## src/rtl/rtc_flag_pkg.sv

```systemverilog
package rtc_flag_pkg;

    typedef enum logic [1:0] {
        SEL_CTRL = 2'd0,
        SEL_CENT = 2'd1,
        SEL_WDOG = 2'd2,
        SEL_FLAG = 2'd3
    } reg_sel_e;

    // Control register, bit 7 down to bit 0
    typedef struct packed {
        logic ofie;
        logic sqw_en;
        logic alarm_batt_en;
        logic alarm_en;
        logic ftest;
        logic out_lvl;
        logic halt_upd;
        logic stop;
    } ctrl_t;

    localparam ctrl_t CTRL_FIRST_DEF = '{
        ofie: 1'b0, sqw_en: 1'b0, alarm_batt_en: 1'b0, alarm_en: 1'b0,
        ftest: 1'b0, out_lvl: 1'b1, halt_upd: 1'b1, stop: 1'b1
    };

endpackage

```

## src/rtl/rtc_osc_mon.sv

```systemverilog
module rtc_osc_mon #(
    parameter int SETTLE_SEC = 4
) (
    input  logic clk,
    input  logic rst_n,
    input  logic por_first,
    input  logic osc_run,
    input  logic sec_tick,
    input  logic stop_bit,
    input  logic clr_req,
    output logic osc_fail
);
    localparam int CW = $clog2(SETTLE_SEC + 1);
    localparam logic [CW-1:0] CNT_DONE = CW'(SETTLE_SEC);

    typedef struct packed {
        logic [CW-1:0] run_cnt;
        logic          fail;
    } osc_st_t;

    osc_st_t s_d, s_q;

    always_comb begin
        s_d = s_q;
        if (!osc_run) begin
            s_d.run_cnt = '0;
        end else if (sec_tick && s_q.run_cnt != CNT_DONE) begin
            s_d.run_cnt = s_q.run_cnt + 1'b1;
        end
        if (clr_req && s_q.run_cnt == CNT_DONE) begin
            s_d.fail = 1'b0;
        end
        if (por_first || !osc_run || stop_bit) begin
            s_d.fail = 1'b1;
        end
    end

    always_ff @(posedge clk or negedge rst_n) begin
        if (!rst_n) begin
            s_q <= '{run_cnt: '0, fail: 1'b1};
        end else begin
            s_q <= s_d;
        end
    end

    assign osc_fail = s_q.fail;

    AST_OSCF_FORCED: assert property (@(posedge clk) disable iff (!rst_n)
        (!osc_run || stop_bit || por_first) |=> s_q.fail);
    AST_OSCF_EARLY_HOLD: assert property (@(posedge clk) disable iff (!rst_n)
        (s_q.fail && s_q.run_cnt != CNT_DONE) |=> s_q.fail);
    AST_RUN_RESTART: assert property (@(posedge clk) disable iff (!rst_n)
        !osc_run |=> (s_q.run_cnt == '0));
    AST_RUN_BOUND: assert property (@(posedge clk) disable iff (!rst_n)
        s_q.run_cnt <= CNT_DONE);

endmodule

```

## src/rtl/rtc_batt_sched.sv

```systemverilog
module rtc_batt_sched #(
    parameter int DAY_SEC = 86400
) (
    input  logic clk,
    input  logic rst_n,
    input  logic por_any,
    input  logic supply_ok,
    input  logic sec_tick,
    input  logic batt_below,
    output logic batt_low
);
    localparam int DW = $clog2(DAY_SEC);
    localparam logic [DW-1:0] DAY_LAST = DW'(DAY_SEC - 1);

    typedef struct packed {
        logic [DW-1:0] day_cnt;
        logic          low;
    } bat_st_t;

    bat_st_t s_d, s_q;
    logic    chk_now;

    always_comb begin
        s_d     = s_q;
        chk_now = supply_ok && (por_any || (sec_tick && s_q.day_cnt == DAY_LAST));
        if (por_any) begin
            s_d.day_cnt = '0;
        end else if (supply_ok && sec_tick) begin
            s_d.day_cnt = (s_q.day_cnt == DAY_LAST) ? '0 : s_q.day_cnt + 1'b1;
        end
        if (chk_now) begin
            s_d.low = batt_below;
        end
    end

    always_ff @(posedge clk or negedge rst_n) begin
        if (!rst_n) begin
            s_q <= '{day_cnt: '0, low: 1'b0};
        end else begin
            s_q <= s_d;
        end
    end

    assign batt_low = s_q.low;

    AST_BL_HOLD: assert property (@(posedge clk) disable iff (!rst_n)
        (!supply_ok || (!por_any && !sec_tick)) |=> $stable(s_q.low));
    AST_DAY_PAUSE: assert property (@(posedge clk) disable iff (!rst_n)
        (!supply_ok && !por_any) |=> $stable(s_q.day_cnt));
    AST_DAY_RESTART: assert property (@(posedge clk) disable iff (!rst_n)
        por_any |=> (s_q.day_cnt == '0));

endmodule

```

## src/rtl/rtc_pin_sel.sv

```systemverilog
module rtc_pin_sel (
    input  logic irq,
    input  logic ftest,
    input  logic ftest_wave,
    input  logic sqw_en,
    input  logic sqw_wave,
    input  logic alarm_en,
    input  logic wdog_on,
    input  logic out_lvl,
    output logic pull_lo
);
    always_comb begin
        if (irq) begin
            pull_lo = 1'b1;
        end else if (ftest) begin
            pull_lo = ~ftest_wave;
        end else if (sqw_en) begin
            pull_lo = ~sqw_wave;
        end else if (alarm_en || wdog_on) begin
            pull_lo = 1'b0;
        end else begin
            pull_lo = ~out_lvl;
        end
    end
endmodule

```

## src/rtl/rtc_flag_ctrl.sv

```systemverilog
module rtc_flag_ctrl
    import rtc_flag_pkg::*;
#(
    parameter int DATA_W     = 8,
    parameter int SETTLE_SEC = 4,
    parameter int DAY_SEC    = 86400
) (
    input  logic              clk,
    input  logic              rst_n,
    input  logic              wr_en,
    input  logic [1:0]        wr_sel,
    input  logic [DATA_W-1:0] wr_data,
    input  logic              sec_tick,
    input  logic              osc_run,
    input  logic              batt_below,
    input  logic              supply_ok,
    input  logic              cent_roll,
    input  logic              por_first,
    input  logic              por_next,
    input  logic              ftest_wave,
    input  logic              sqw_wave,
    output logic [7:0]        ctrl_rd,
    output logic [1:0]        cent_rd,
    output logic [DATA_W-1:0] wdog_rd,
    output logic [1:0]        flag_rd,
    output logic              irq_out,
    output logic              pin_pull_lo
);
    typedef struct packed {
        ctrl_t             ctrl;
        logic              cent_en;
        logic              cent_bit;
        logic [DATA_W-1:0] wdog;
    } top_st_t;

    top_st_t  r_d, r_q;
    reg_sel_e sel;
    logic     wr_ok;
    logic     clr_req;
    logic     osc_fail;
    logic     batt_low;

    assign sel     = reg_sel_e'(wr_sel);
    assign wr_ok   = wr_en && supply_ok;
    assign clr_req = wr_ok && (sel == SEL_FLAG) && !wr_data[0];

    always_comb begin
        r_d = r_q;
        if (wr_ok && sel == SEL_CTRL) begin
            r_d.ctrl = ctrl_t'(wr_data[7:0]);
        end
        if (wr_ok && sel == SEL_WDOG) begin
            r_d.wdog = wr_data;
        end
        if (wr_ok && sel == SEL_CENT) begin
            r_d.cent_en  = wr_data[0];
            r_d.cent_bit = wr_data[1];
        end else if (cent_roll && r_q.cent_en) begin
            r_d.cent_bit = ~r_q.cent_bit;
        end
        if (por_next) begin
            r_d.ctrl.halt_upd = 1'b1;
            r_d.ctrl.ftest    = 1'b0;
            r_d.wdog          = '0;
        end
        if (por_first) begin
            r_d.ctrl = CTRL_FIRST_DEF;
            r_d.wdog = '0;
        end
    end

    always_ff @(posedge clk or negedge rst_n) begin
        if (!rst_n) begin
            r_q <= '{ctrl: CTRL_FIRST_DEF, cent_en: 1'b0, cent_bit: 1'b0, wdog: '0};
        end else begin
            r_q <= r_d;
        end
    end

    rtc_osc_mon #(.SETTLE_SEC(SETTLE_SEC)) u_osc (
        .clk      (clk),
        .rst_n    (rst_n),
        .por_first(por_first),
        .osc_run  (osc_run),
        .sec_tick (sec_tick),
        .stop_bit (r_q.ctrl.stop),
        .clr_req  (clr_req),
        .osc_fail (osc_fail)
    );

    rtc_batt_sched #(.DAY_SEC(DAY_SEC)) u_batt (
        .clk       (clk),
        .rst_n     (rst_n),
        .por_any   (por_first || por_next),
        .supply_ok (supply_ok),
        .sec_tick  (sec_tick),
        .batt_below(batt_below),
        .batt_low  (batt_low)
    );

    assign irq_out = r_q.ctrl.ofie && osc_fail;

    rtc_pin_sel u_pin (
        .irq       (irq_out),
        .ftest     (r_q.ctrl.ftest),
        .ftest_wave(ftest_wave),
        .sqw_en    (r_q.ctrl.sqw_en),
        .sqw_wave  (sqw_wave),
        .alarm_en  (r_q.ctrl.alarm_en),
        .wdog_on   (|r_q.wdog),
        .out_lvl   (r_q.ctrl.out_lvl),
        .pull_lo   (pin_pull_lo)
    );

    assign ctrl_rd = r_q.ctrl;
    assign cent_rd = {r_q.cent_bit, r_q.cent_en};
    assign wdog_rd = r_q.wdog;
    assign flag_rd = {batt_low, osc_fail};

    AST_CENT_HOLD: assert property (@(posedge clk) disable iff (!rst_n)
        (!r_q.cent_en && !(wr_ok && sel == SEL_CENT)) |=> $stable(r_q.cent_bit));
    AST_IRQ_PULLS: assert property (@(posedge clk) disable iff (!rst_n)
        irq_out |-> pin_pull_lo);
    AST_IRQ_STAYS: assert property (@(posedge clk) disable iff (!rst_n)
        (irq_out && !wr_en && !por_first) |=> irq_out);
    AST_WR_IGNORED: assert property (@(posedge clk) disable iff (!rst_n)
        (!supply_ok && !por_first && !por_next) |=> ($stable(r_q.ctrl) && $stable(r_q.wdog)));
    AST_FIRST_DEF: assert property (@(posedge clk) disable iff (!rst_n)
        por_first |=> (ctrl_rd == 8'h07 && wdog_rd == '0 && flag_rd[0]));
    AST_NEXT_DEF: assert property (@(posedge clk) disable iff (!rst_n)
        (por_next && !por_first) |=> (ctrl_rd[1] && !ctrl_rd[3] && wdog_rd == '0));

endmodule

```

## config.mk

```make
export PLATFORM = sky130hd
export DESIGN_NAME = rtc_flag_ctrl
export DESIGN_NICKNAME = d
export VERILOG_FILES = /design/src/rtl/rtc_flag_pkg.sv /design/src/rtl/rtc_osc_mon.sv /design/src/rtl/rtc_batt_sched.sv /design/src/rtl/rtc_pin_sel.sv /design/src/rtl/rtc_flag_ctrl.sv
export SDC_FILE = /design/constraint.sdc
export NUM_CORES = 1
export LEC_CHECK = 0
export BUFFER_PORTS_ARGS = -buffer_cell sky130_fd_sc_hd__buf_2
export CAP_MARGIN = 10
export CORE_ASPECT_RATIO = 0.7
export CORE_MARGIN = 1
export CORE_UTILIZATION = 46
export CTS_CLUSTER_SIZE = 40
export DETAILED_ROUTE_END_ITERATION = 8
export PLACE_DENSITY = 0.69
export SLEW_MARGIN = 20
export SYNTH_ARGS = -nofsm -noshare
export SYNTH_HDL_FRONTEND = slang
export SYNTH_SLANG_ARGS = --single-unit
```

## constraint.sdc

```tcl
create_clock -name clk -period 4.2 [get_ports clk]
set_input_delay 0.84 -clock clk [delete_from_list [all_inputs] [get_ports clk]]
set_output_delay 0.84 -clock clk [all_outputs]
set_load 0.02 [all_outputs]
```

# Word-level counts from Yosys, hierarchy flattened
# Index checks and enable logic that the tools add are counted.
totals:
  register_bits: 40
  input_bits: 22
  output_inout_bits: 22
  elab_cells: 76
classes:
  n_addsub: 2
  n_eq_ne: 7
  muxes: 20
  n_bitwise: 4
  n_reduce_logical: 28
op_table:
  columns: ["cell", "count"]
  rows:
  - ["17-bit two-way mux", 3]
  - ["8-bit two-way mux", 5]
  - ["17-bit by 1-bit adder with 17-bit output (second input constant)", 1]
  - ["17-bit equality test (second input constant)", 1]
  - ["1-bit logical AND", 13]
  - ["1-bit two-way mux", 10]
  - ["2-bit nonzero test", 4]
  - ["8-bit OR reduction", 1]
  - ["3-bit two-way mux", 2]
  - ["3-bit nonzero test", 2]
  - ["1-bit logical OR", 5]
  - ["2-bit equality test (second input constant)", 2]
  - ["1-bit inverter", 4]
  - ["3-bit by 1-bit adder with 3-bit output (second input constant)", 1]
  - ["3-bit equality test (second input constant)", 1]
  - ["3-bit != test (second input constant)", 1]
  - ["2-bit by 1-bit equality test with 1-bit output (second input constant)", 1]
  - ["1-bit logical NOT", 2]
  - ["2-bit logical NOT", 1]
  - ["2-bit by 1-bit != test with 1-bit output (second input constant)", 1]

# Logic depth before layout (Yosys ltp)
# Gate-level depths: netlist of the first run.
depth:
  depth_word: 6
  depth_mapped: 7
  depth_no_buf: 6

# Hierarchy
# A second synthesis of the first run with hierarchy kept.
unflattened:
  cells_unflattened: 224
  area_unflattened_um2: 2132.0
by_module_without_submodules:
  columns: ["mod", "instances", "cells_each", "area_each_um2", "seq_area_each_um2"]
  rows:
  - ["rtc_batt_sched", 1, 116, 1062.3, 450.4]
  - ["rtc_flag_ctrl", 1, 83, 818.3, 454.2]
  - ["rtc_osc_mon", 1, 21, 220.2, 101.3]
  - ["rtc_pin_sel", 1, 4, 31.3, 0.0]

# Worst setup path after synthesis of the first run
# OpenSTA, ideal clock, no wires.
synth_timing:
  path_kind: "input-to-output"
  start: "input sqw_wave"
  end: "output pin_pull_lo"
  arrival_ns: 1.466
  required_ns: 3.360
  slack_ns: 1.894
  cell_stages: 4
  path_buffers: 0
  path_cell_list: "nor2b_1 > a311oi_1 > a21oi_1 > or2_2"
synth_via:
  elab_chain_len: 4
synth_rtl:
  columns: ["item", "line_no", "text"]
  rows:
  - ["from (decl)", "rtc_flag_ctrl.sv:21", "input logic sqw_wave,"]
  - ["1-bit inverter", "rtc_pin_sel.sv:18", "pull_lo = ~sqw_wave;"]
  - ["1-bit two-way mux", "rtc_pin_sel.sv:17", "end else if (sqw_en) begin"]
  - ["1-bit two-way mux", "rtc_pin_sel.sv:15", "end else if (ftest) begin"]
  - ["1-bit two-way mux", "rtc_pin_sel.sv:13", "if (irq) begin"]
  - ["to (decl)", "rtc_flag_ctrl.sv:27", "output logic pin_pull_lo"]
# Every way passes these cells.

# Worst setup path in the final report of the first run
# Same ends and word-level chain as after synthesis.

==> impl_results.rst, run 1 <==
.. list-table::
   :header-rows: 1

   * - Metric
     - Value
   * - Cells along the critical path
     - buf_2, nor2b_1, a311oi_1, a21oi_1, or2_2, buf_2
   * - Time the worst path needs with I/O delays and setup
     - 2.52 ns
   * - Sequential area share after synthesis
     - 48.4%
   * - Overall die area
     - 4800 um^2
   * - Via count of the routed design
     - 1801
   * - Clock network latency to the later pin of the worst-skew pair
     - 0.29 ns
   * - Maximum clock insertion buffer count
     - 2
   * - Overall Global Routing Usage
     - 22.6%
   * - Vias per std cell
     - 5.58
   * - Net count, final
     - 292
   * - Post-CTS setup-driven buffer insertion count
     - 0
   * - DRC violations left
     - 0
   * - Max-capacitance violation count
     - 0
   * - Final max-slew violation count
     - 0
   * - CP Capture Type
     - primary output
   * - Layout Skew
     - 0.00912 ns
   * - Inserted Clock Buffers
     - 5
   * - Height of the die
     - 58.3 um
   * - # rows
     - 20
   * - Fraction of the cycle the final worst path needs
     - 60.1%
   * - Syn Inst Count
     - 230
   * - Area of the core region
     - 4330 um^2
   * - Required time at the worst-slack endpoint
     - 3.36 ns
   * - Diode count
     - 0
   * - Worst Tran Pin Value
     - 0.878 ns
   * - Final weighted congestion of routability-driven global placement
     - 0.823
   * - Count of cells resized by post-cts repair
     - 0
   * - Peak Freq
     - 0.396 GHz
   * - Worst slew slack as a fraction of its limit
     - 41.5%
   * - Clock sink count
     - 40
   * - Post-Syn Nets
     - 255
   * - H-Tree Depth
     - 2
   * - Mapped Avg Cell Area
     - 9.04 um^2
   * - Max rail drop VDD
     - 0.240 mV
   * - Top Family by Delay on Critical Path
     - simple AND/OR/NAND/NOR gates
   * - Wire length of the first global-routing pass
     - 8.07 mm
   * - Most instantiated flip-flop cell in the synthesis netlist
     - dfrtp_1
   * - Class of the most critical setup path
     - primary input to primary output
   * - Congestion Overflow GR
     - 0
   * - Status
     - completed
   * - Count of hold-fix buffers inserted at cts
     - 0
   * - Initial core utilization
     - 48.0%
   * - Detail-routed net length per standard cell
     - 14.7 um
   * - PD cells
     - 329 nW/um^2
   * - Final hold violations
     - 0
   * - Antenna viol nets, final
     - 0
   * - Yosys reg bits
     - 40
   * - Library cell used as clock root buffer
     - clkbuf_8
   * - Critical Path Start Type
     - primary input
   * - Area after detailed placement
     - 2280 um^2
   * - Share of flip-flops with an asynchronous set or reset after synthesis
     - 100%
   * - Most used cell, CP
     - buf_2
   * - Half-perimeter wire length after placement
     - 3.49 mm
   * - Antenna violations before repair
     - 0
   * - Pin count of the biggest net entering global routing
     - 41
   * - Die span in x
     - 82.4 um
   * - Share of final-layout standard cells stronger than drive strength 1
     - 22.4%
   * - Number of design-rule violations left by the first detailed-router iteration
     - 144
   * - Synthesis warning total
     - 0
   * - Setup repair after global routing missed its margin
     - false
   * - Finished Cell Area
     - 2380 um^2
   * - Vias in the first global route
     - 1646
   * - Number of buffer and inverter stages on the critical path
     - 2
   * - Post-synthesis cell area
     - 2080 um^2
   * - Cell leakage power
     - 0.00110 uW
   * - Number of placed I/O pins
     - 44
   * - P&R area growth vs syn
     - 14.7%
   * - Netlist cell types
     - 44
   * - Total of buffers placed on input and output ports
     - 43
   * - Final wirelength
     - 4.76 mm
   * - Number of optimization iterations in the first detailed-route pass
     - 4
   * - TritonCTS clock tree
     - yes
   * - Worst Hold Class
     - flop to flop
   * - Largest stage delay on the critical path
     - 0.28 ns
   * - Data arrival at the endpoint of the critical path
     - 1.68 ns
   * - Highest net fanout along the worst path
     - 1
   * - EDFF count, synth
     - 0
   * - Post-CTS clock slew at the launch and capture registers of the worst setup and hold paths
     - 0.08 ns
   * - Final setup violation count
     - 0
   * - Fin Setup TNS
     - 0 ns
   * - Fill cell total of the finished layout
     - 416
   * - Slowest stage cell on the critical path
     - or2_2
==> sequential cells by signal, indices dropped and copies added (netlist names) <==
signal	cells
cent_rd	2
u_osc.s_q	3
u_batt.batt_low	1
u_batt.s_q	17
ctrl_rd	8
u_osc.osc_fail	1
wdog_rd	8
==> power by group <==
part / switching (uW) / internal (uW)
combinational: 59.4 / 35.2
sequential: 8.31 / 399
clock: 133 / 150
total: 200 / 584
==> final timing paths <==
kind / from / endpoint / slack (ns) / cells past startpoint
max: sqw_wave / pin_pull_lo / 1.68 / 6
min: ctrl_rd[1]$_DFFE_PN1P_ / ctrl_rd[1]$_DFFE_PN1P_ / 0.50 / 2
max reg2reg: u_batt.s_q[1]$_DFFE_PN0P_ / u_batt.s_q[15]$_DFFE_PN0P_ / 1.97 / 6
min reg2reg: ctrl_rd[1]$_DFFE_PN1P_ / ctrl_rd[1]$_DFFE_PN1P_ / 0.50 / 2
max in group asynchronous: rst_n / u_batt.s_q[5]$_DFFE_PN0P_ / 2.99 / 1
min in group asynchronous: rst_n / u_batt.s_q[16]$_DFFE_PN0P_ / 0.66 / 1
==> worst min-delay path, delay by kind of cell, from the launching register on <==
family           cells  cell delay, ns
AND/OR/NAND/NOR      2            0.11
flip-flops           1            0.37
==> routing by layer <==
| metal | wire length, um | vias to the layer above | GRT usage, % |
|---|---|---|---|
| met4 | 25 | 0 | 6.02 |
| met2 | 1930 | 62 | 31.4 |
| li1 | - | 884 | - |
| met3 | 331 | 3 | 4.72 |
| met5 | 0 | - | 0 |
| met1 | 2480 | 852 | 35.3 |
==> Yosys cell counts (all sizes together) (3+ instances only) <==
cell type  instances  area (um^2)
and2               3         18.8
dfstp              4          105
a22o               5         43.8
a31oi              4         25.0
nand4              5         31.3
nor2              12         45.0
clkbuf             4         15.0
ha                 3         37.5
and3               3         18.8
o21ai             11         55.1
or2                3         18.8
or3                4         25.0
buf               11         78.8
nor4               5         31.3
nand2             44          165
nor3               5         25.0
nand3             10         50.1
and4               4         35.0
inv                5         18.8
nor2b              3         18.8
a21oi             21          105
dfrtp             36          901
==> cells in the final DEF, fill, tap and decap left out, drive strengths merged, types with 2 or more instances in the layout <==
cell type and n:
or3 4, nor2 12, nor4 5, buf 45, nor3 5, nand3 10
or2 3, clkbuf 8, inv 5, and2 3, nor3b 2, a21oi 21
o21ai 11, a31oi 4, nand3b 2, xor2 2, dfstp 4, nand2 44
a22o 5, nand4 5, and4 4, dfrtp 36, and3 3, nor2b 3
a21o 2, mux2 2, nor4b 2, ha 3
==> area by class of cell <==
type | instances | area, um^2 | share of cell area, %
Clock buffer | 8 | 100 | 4.20
Inverter | 5 | 18.8 | 0.787
Multi-Input combinational cell | 170 | 961 | 40.3
Tap cell | 55 | 68.8 | 2.89
Sequential cell | 40 | 1010 | 42.2
Timing Repair Buffer | 45 | 230 | 9.65
==> cells by family after synthesis <==
family | Yosys count | synth area share [%]
buf+inv | 20 | 5.41
compound gates | 52 | 15.3
xor+xnor | 3 | 1.26
simple gates | 110 | 26.7
fa+ha+maj | 3 | 1.81
flops | 40 | 48.4
mux | 2 | 1.08
==> per-stage QoR <==
step	setup WS [ns]	utilization (%)	instances	power (uW)	hold WS, ns
2_1_floorplan	1.89	-	230	473	0.476
3_3_place_gp	1.69	52.8	315	509	0.483
3_5_place_dp	1.68	52.8	315	511	0.478
6_report	1.68	55.1	323	785	0.495
4_1_cts	1.68	55.1	323	796	0.498
5_1_grt	1.59	55.1	323	824	0.525
Note: power is estimated with default switching activity, not from simulation.
==> run 2: changes to the inputs <==
ABC_AREA = 1   (was default)
PLACE_DENSITY = 0.68   (was 0.69)
clock period = 2.5 ns   (was 4.2 ns; I/O delays follow)
==> run 2 against run 1 <==
  * Clock power increased by 59%
  * Synthesized area increased by 10%
  * Total power increased by 65%
  * Register-to-register slack got worse by 1.0 ns
  * Hold slack got worse by 0.25 ns
  * Worst setup slack got worse by 1.1 ns
  * Wire length increased by 10%
  * Synthesized cell count increased by 33%
==> impl_results.rst, run 2 <==
.. list-table::
   :header-rows: 1

   * - Metric
     - Value
   * - Post-Syn Nets
     - 331 (+30%)
   * - Max-capacitance violation count
     - 0 (unchanged)
   * - Worst slew slack as a fraction of its limit
     - 65.7% (+24 points)
   * - Diode count
     - 0 (unchanged)
   * - Worst Tran Pin Value
     - 0.515 ns (-0.363 ns)
   * - Count of hold-fix buffers inserted at cts
     - 0 (unchanged)
   * - CP Capture Type
     - primary output
   * - Maximum clock insertion buffer count
     - 2 (unchanged)
   * - Share of final-layout standard cells stronger than drive strength 1
     - 19.3% (-3.1 points)
   * - Post-synthesis cell area
     - 2290 um^2 (+10%)
   * - Class of the most critical setup path
     - flop to primary output
   * - Half-perimeter wire length after placement
     - 3.99 mm (+14%)
   * - Most common library cell in the layout ignoring fill and taps
     - nand2_1
   * - Most instantiated flip-flop cell in the synthesis netlist
     - dfrtp_1
   * - Antenna violations before repair
     - 0 (unchanged)
   * - Commonest non-fill, non-tap cells in the layout
     - nand2_1 (81), buf_2 (43), inv_1 (41)
   * - DRC violations left
     - 0 (unchanged)
   * - Detail-routed net length per standard cell
     - 12.6 um (-15%)
   * - Finished Cell Area
     - 2610 um^2 (+9.5%)
   * - Register-to-register setup slack
     - 0.95 ns (-1.02 ns)
   * - Max FFs per register
     - 17 (unchanged)
   * - Vias per std cell
     - 4.95 (-11%)
   * - Count of cells resized by post-cts repair
     - 0 (unchanged)
   * - Area after detailed placement
     - 2520 um^2 (+10%)
   * - Post-CTS clock slew at the launch and capture registers of the worst setup and hold paths
     - 0.08 ns (about the same)
   * - Area contributors post-synth
     - dfrtp_1 (39%), nand2_1 (13%), inv_1 (6.7%), nor2_1 (5.9%), dfstp_2 (4.6%)
   * - TritonCTS clock tree
     - yes
   * - Clock network latency to the later pin of the worst-skew pair
     - 0.29 ns (about the same)
   * - Initial core utilization
     - 47.8% (-0.21 points)
   * - Time the worst path needs with I/O delays and setup
     - 1.91 ns
   * - Worst slack after detailed placement
     - 0.654 ns (-1.03 ns)
   * - Final max-slew violation count
     - 0 (unchanged)
   * - Sequential area share after synthesis
     - 44.0% (-4.4 points)
   * - Setup repair after global routing missed its margin
     - false
   * - Die span in x
     - 86.3 um (+4.8%)
   * - Height of the die
     - 61.0 um (+4.7%)
   * - P&R area growth vs syn
     - 14.2%
   * - Worst Setup Slack, final
     - 0.590 ns (-1.09 ns)
   * - Yosys reg bits
     - 40 (unchanged)
   * - # rows
     - 21 (+5.0%)
   * - Largest register by flop count
     - u_batt.s_q
   * - Wire length of the first global-routing pass
     - 8.43 mm (+4.4%)
   * - Fin Setup TNS
     - 0 ns (unchanged)
   * - Area of the core region
     - 4780 um^2 (+10%)
   * - Final setup violation count
     - 0 (unchanged)
   * - Post-CTS setup-driven buffer insertion count
     - 0 (unchanged)
   * - Fraction of the cycle the final worst path needs
     - 76.4%
   * - Highest net fanout along the worst path
     - 2 (+1)
   * - Critical Path Start Type
     - flop
   * - Cell leakage power
     - 0.00132 uW (+20%)
   * - Layout Skew
     - 0.00650 ns (-0.00262 ns)
   * - Post-Route Utilization
     - 54.6% (-0.48 points)
   * - Tot Pwr
     - 1290 uW (+65%)
   * - Congestion Overflow GR
     - 0 (unchanged)
   * - Via count of the routed design
     - 2063 (+15%)
   * - PD cells
     - 495 nW/um^2 (+50%)
   * - Inserted Clock Buffers
     - 5 (unchanged)
   * - Net count, final
     - 372 (+27%)
   * - EDFF count, synth
     - 0 (unchanged)
   * - Netlist cell types
     - 29 (-34%)
   * - Library cell used as clock root buffer
     - clkbuf_8
   * - Vias in the first global route
     - 1832 (+11%)
   * - Max rail drop VDD
     - 0.265 mV (+10%)
   * - Antenna viol nets, final
     - 0 (unchanged)
   * - Status
     - completed
   * - Final hold violations
     - 0 (unchanged)
   * - H-Tree Depth
     - 2 (unchanged)
   * - Data arrival at the endpoint of the critical path
     - 1.41 ns (-0.27 ns)
   * - Overall Global Routing Usage
     - 21.2% (-1.4 points)
   * - Yosys top cell area share
     - 39.4% (-3.9 points)
   * - Most common cell in the netlist
     - nand2_1
   * - Number of design-rule violations left by the first detailed-router iteration
     - 102 (-29%)
   * - Mapped Avg Cell Area
     - 7.47 um^2 (-17%)
   * - Peak Freq
     - 0.523 GHz
   * - Clock sink count
     - 40 (unchanged)
   * - Total of buffers placed on input and output ports
     - 43 (unchanged)
   * - Share of flip-flops with an asynchronous set or reset after synthesis
     - 100% (unchanged)
   * - Number of placed I/O pins
     - 44 (unchanged)
   * - Synthesis warning total
     - 0 (unchanged)
   * - Final weighted congestion of routability-driven global placement
     - 0.895 (+8.7%)
   * - Pin count of the biggest net entering global routing
     - 41 (unchanged)
   * - Final wirelength
     - 5.26 mm (+10%)
   * - Syn Inst Count
     - 306 (+33%)
   * - Post-synth top area cell
     - dfrtp_1
   * - Overall die area
     - 5260 um^2 (+9.7%)
   * - Number of optimization iterations in the first detailed-route pass
     - 4 (unchanged)
   * - Synth top cells by count
     - nand2_1 (81), inv_1 (41), dfrtp_1 (36), nor2_1 (36), nand3_1 (20)
   * - Required time at the worst-slack endpoint
     - 2.00 ns (-1.36 ns)
   * - Worst Hold Class
     - primary input to asynchronous set/reset pin
run 2: cell types whose count changed in the layout (fill, tap and decap cells not counted), moves of 5 or more:
cell     delta
a22o_1      -5
o21ai_0     +7
nand2_1    +37
a21oi_1    -16
nand3_1    +10
nor2_1     +24
nor4_1      -5
o21ai_1     +6
nand4_1     +8
inv_1      +36
run 2: kinds of logic after synthesis:
| logic type | synth area share [%] |
|---|---|
| adders and majority gates | 1.64 |
| xor gates and xnor gates | 1.91 |
| muxes | 0.438 |
| buffers and inverters | 10.3 |
| and+or+nand+nor | 32.5 |
| DFF | 44.0 |
| AOI/OAI and AO/OA | 9.19 |
run 2: cell type report:
type | instances | area (um^2)
fill | 480 | 2170
timing repair buffer | 44 | 223
inverter | 42 | 158
clock buffer | 7 | 86.3
multi-input combinational | 214 | 1040
sequential | 40 | 1010
tap | 69 | 86.3
clock inverter | 1 | 7.51
run 2: worst paths after layout:
| path | start | to | depth (start not counted) |
|---|---|---|---|
| min in group clk | wr_data[2] | ctrl_rd[2]$_DFFE_PN1P_ | 3 |
| hold reg to reg | u_osc.s_q[3]$_DFFE_PN0P_ | u_osc.s_q[3]$_DFFE_PN0P_ | 1 |
| setup / recovery | wdog_rd[0]$_DFFE_PN0P_ | pin_pull_lo | 8 |
| hold / removal | rst_n | ctrl_rd[6]$_DFFE_PN0P_ | 2 |
| max in group asynchronous | rst_n | u_osc.osc_fail$_DFFE_PN1P_ | 2 |
| setup reg to reg | u_batt.s_q[1]$_DFFE_PN0P_ | u_batt.s_q[5]$_DFFE_PN0P_ | 6 |
run 2: where the power goes:
part           leakage [uW]  internal, uW  switching, uW
registers          0.000536           670           15.8
clock network     0.0000445           224            226
logic              0.000736          51.0            105
total               0.00132           945            347
run 2: per-layer routing:
layer,global-route usage [%],vias up,share of wire [%]
met2,30.3,66,41
li1,-,1064,-
met1,32.0,931,53
met3,4.49,2,5.3
met4,6.90,0,0.36
met5,0,-,0
run 2: critical path: stages (launching register included):
cell and delay (ns):
dfrtp_1 0.39, inv_1 0.08, nand2_1 0.07, nor3_1 0.15, nand4_1 0.12, nand2_1 0.08
nand2_1 0.04, nand2_1 0.04, buf_2 0.15
run 2: per-stage QoR:
stage / std cells / hold WS [ns]
final: 417 / 0.246
after detailed placement: 409 / 0.465
after global placement: 409 / 0.460
after global routing: 417 / 0.305
after CTS: 417 / 0.268
after floorplan: 306 / 0.204
==> run 3: changes to the inputs <==
PLACE_DENSITY = 0.71   (was 0.68)
clock period = 1.75 ns   (was 2.5 ns; I/O delays follow)
==> run 3 against run 2 <==
  * Design area is 4.1% higher
  * Global-route usage is 0.054 points lower
  * Wire length is 0.46% higher
  * Total power is 62% higher
  * Count of clock-buffer cells in the layout is 1 lower
  * Clock power is 96% higher
  * Largest cell class unchanged
==> impl_results.rst, run 3 (same netlist as run 2, synthesis figures left out) <==
.. list-table::
   :header-rows: 1

   * - Metric
     - Value
   * - Status
     - completed
   * - Tot Pwr
     - 2090 uW (+62%)
   * - Worst Tran Pin Value
     - 0.491 ns (-0.0236 ns)
   * - Wire length on met3
     - 414 um (+48%)
   * - Clock sink count
     - 40 (unchanged)
   * - Largest register by flop count
     - u_batt.s_q
   * - Setup repair after global routing missed its margin
     - true
   * - Worst Hold Class
     - primary input to asynchronous set/reset pin
   * - Time the worst path needs with I/O delays and setup
     - 1.67 ns
   * - Clock network latency to the later pin of the worst-skew pair
     - 0.29 ns (about the same)
   * - Die span in x
     - 86.3 um (unchanged)
   * - Vias per std cell
     - 4.92 (-0.51%)
   * - Overall die area
     - 5260 um^2 (unchanged)
   * - Wire length of the first global-routing pass
     - 8.25 mm (-2.2%)
   * - Seq pwr share
     - 46.7% (-6.3 points)
   * - Switching fraction of total power
     - 23.0% (-3.8 points)
   * - Final hold violations
     - 0 (unchanged)
   * - Total net switching power
     - 481 uW (+39%)
   * - Initial core utilization
     - 47.8% (unchanged)
   * - Sequential cell area
     - 1010 um^2 (unchanged)
   * - Diode count
     - 0 (unchanged)
   * - Routed length on met1
     - 2.79 mm (-0.54%)
   * - Detail-routed net length per standard cell
     - 12.5 um (-0.73%)
   * - CP Capture Type
     - primary output
   * - Number of optimization iterations in the first detailed-route pass
     - 4 (unchanged)
   * - Commonest non-fill, non-tap cells in the layout
     - nand2_1 (80), buf_2 (42), inv_1 (39)
   * - Post-CTS clock slew at the launch and capture registers of the worst setup and hold paths
     - 0.08 ns (about the same)
   * - Number of placed I/O pins
     - 44 (unchanged)
   * - Via count of the routed design
     - 2077 (+0.68%)
   * - Final setup violation count
     - 0 (unchanged)
   * - Pin count of the biggest net entering global routing
     - 22 (-46%)
   * - Final weighted congestion of routability-driven global placement
     - 0.888 (-0.79%)
   * - P&R area growth vs syn
     - 18.9%
   * - Max rail drop VDD
     - 0.546 mV (+110%)
   * - Most common library cell in the layout ignoring fill and taps
     - nand2_1
   * - Final max-slew violation count
     - 0 (unchanged)
   * - Uppermost layer routed
     - met4
   * - Area of the core region
     - 4780 um^2 (unchanged)
   * - Overall Global Routing Usage
     - 21.2% (-0.054 points)
   * - Cell-internal power
     - 1610 uW (+70%)
   * - Fin Setup TNS
     - 0 ns (unchanged)
   * - Antenna viol nets, final
     - 0 (unchanged)
   * - Fraction of the cycle the final worst path needs
     - 95.3%
   * - Final wirelength
     - 5.28 mm (+0.46%)
   * - Multi-input gate area
     - 1060 um^2 (+1.2%)
   * - Class of the most critical setup path
     - flop to primary output
   * - Cell leakage power
     - 0.00137 uW (+4.2%)
   * - Share of final-layout standard cells stronger than drive strength 1
     - 21.8% (+2.6 points)
   * - PD cells
     - 768 nW/um^2 (+55%)
   * - Peak Freq
     - 0.599 GHz
   * - Number of design-rule violations left by the first detailed-router iteration
     - 165 (+62%)
   * - Worst slew slack as a fraction of its limit
     - 67.3% (+1.6 points)
   * - Congestion Overflow GR
     - 0 (unchanged)
   * - Hold WS
     - 0.0106 ns (-0.236 ns)
   * - Max-capacitance violation count
     - 0 (unchanged)
   * - Maximum clock insertion buffer count
     - 2 (unchanged)
   * - Total of buffers placed on input and output ports
     - 43 (unchanged)
   * - TritonCTS clock tree
     - yes
   * - Fill cell total of the finished layout
     - 474 (-1.3%)
   * - H-Tree Depth
     - 2 (unchanged)
   * - Proportion of power drawn by the clock network
     - 42.2% (+7.3 points)
   * - Required time at the worst-slack endpoint
     - 1.40 ns (-0.60 ns)
   * - Inserted Clock Buffers
     - 5 (unchanged)
   * - Critical Path Start Type
     - flop
   * - Half-perimeter wire length after placement
     - 4.14 mm (+3.6%)
   * - Count of hold-fix buffers inserted at cts
     - 0 (unchanged)
   * - Library cell used as clock root buffer
     - clkbuf_8
   * - Vias in the first global route
     - 1650 (-9.9%)
   * - # rows
     - 21 (unchanged)
   * - Gate power share
     - 11.0% (-1.1 points)
   * - Height of the die
     - 61.0 um (unchanged)
   * - Max FFs per register
     - 17 (unchanged)
   * - Highest net fanout along the worst path
     - 2 (unchanged)
   * - Post-Route Utilization
     - 56.9% (+2.3 points)
   * - Antenna violations before repair
     - 0 (unchanged)
   * - DRC violations left
     - 0 (unchanged)
   * - Layout Skew
     - 0.00390 ns (-0.00260 ns)
   * - Data arrival at the endpoint of the critical path
     - 1.32 ns (-0.09 ns)
   * - Net count, final
     - 377 (+1.3%)
   * - Met2 routed wirelength
     - 2.06 mm (-4.5%)
-- run 3: changes by cell type in the layout (fill, tap and decap cells not counted) --
cell,delta
nand2_2,+1
inv_1,-2
buf_2,-1
bufinv_16,+2
nor3_2,+2
buf_12,+1
clkinvlp_4,-1
buf_4,+4
nand2_1,-1
nor3_1,-2
buf_6,+1
clkbuf_8,-1
inv_2,+2
-- run 3: power groups by stage --
stage | combinational, uW | clock, uW | sequential (uW)
global placement | 226 | 0 | 993
finish | 231 | 882 | 976
floorplan | 107 | 0 | 1020
detailed placement | 228 | 0 | 994
CTS | 230 | 902 | 976
global route | 259 | 943 | 980
-- run 3: cell type report --
type / instances / share of cell area (%)
sequential: 40 / 37.0
timing repair buffer: 49 / 10.3
tap: 69 / 3.18
inverter: 42 / 5.80
clock inverter: 2 / 2.21
multi-input combinational: 214 / 38.9
clock buffer: 6 / 2.67
-- run 3: final timing paths --
path	from	endpoint	slack, ns	cells after the start
worst max-delay path	wdog_rd[0]$_DFFE_PN0P_	pin_pull_lo	0.08	8
worst min-delay path	rst_n	ctrl_rd[6]$_DFFE_PN0P_	0.01	1
worst max register to register	u_batt.s_q[1]$_DFFE_PN0P_	u_batt.s_q[11]$_DFFE_PN0P_	0.20	7
worst min register to register	u_osc.s_q[3]$_DFFE_PN0P_	u_osc.s_q[3]$_DFFE_PN0P_	0.46	1
max in group asynchronous	rst_n	ctrl_rd[0]$_DFFE_PN1P_	1.18	2
min in group clk	wr_data[2]	ctrl_rd[2]$_DFFE_PN1P_	0.27	3
-- run 3: critical path, cell delays in order, from the launching register on --
cell and delay [ns]:
dfrtp_1 0.40, inv_2 0.07, nand2_2 0.06, nor3_2 0.10, nand4_1 0.12, nand2_1 0.07, nand2_1 0.04, nand2_1 0.06
buf_6 0.11
-- run 3: timing repair --
action | in CTS | in global routing
setup endpoints to repair | 1 | 1
pin swaps | 0 | 1
gates resized for setup | 1 | 6
buffers inserted | 0 | 2
-- run 3: stage by stage --
step | std cells | cell area, um^2 | worst slack (ns)
floorplan | 306 | 2290 | 0.376
global placement | 412 | 2550 | 0.273
detailed placement | 412 | 2550 | 0.247
CTS | 420 | 2690 | 0.00369
global route | 422 | 2720 | -0.0495
finish | 422 | 2720 | 0.0816
-- run 3: layer usage --
layer	up-vias	track usage, %
li1	1076	-
met1	928	34.5
met2	71	26.5
met3	2	5.17
met4	0	6.19
met5	-	0
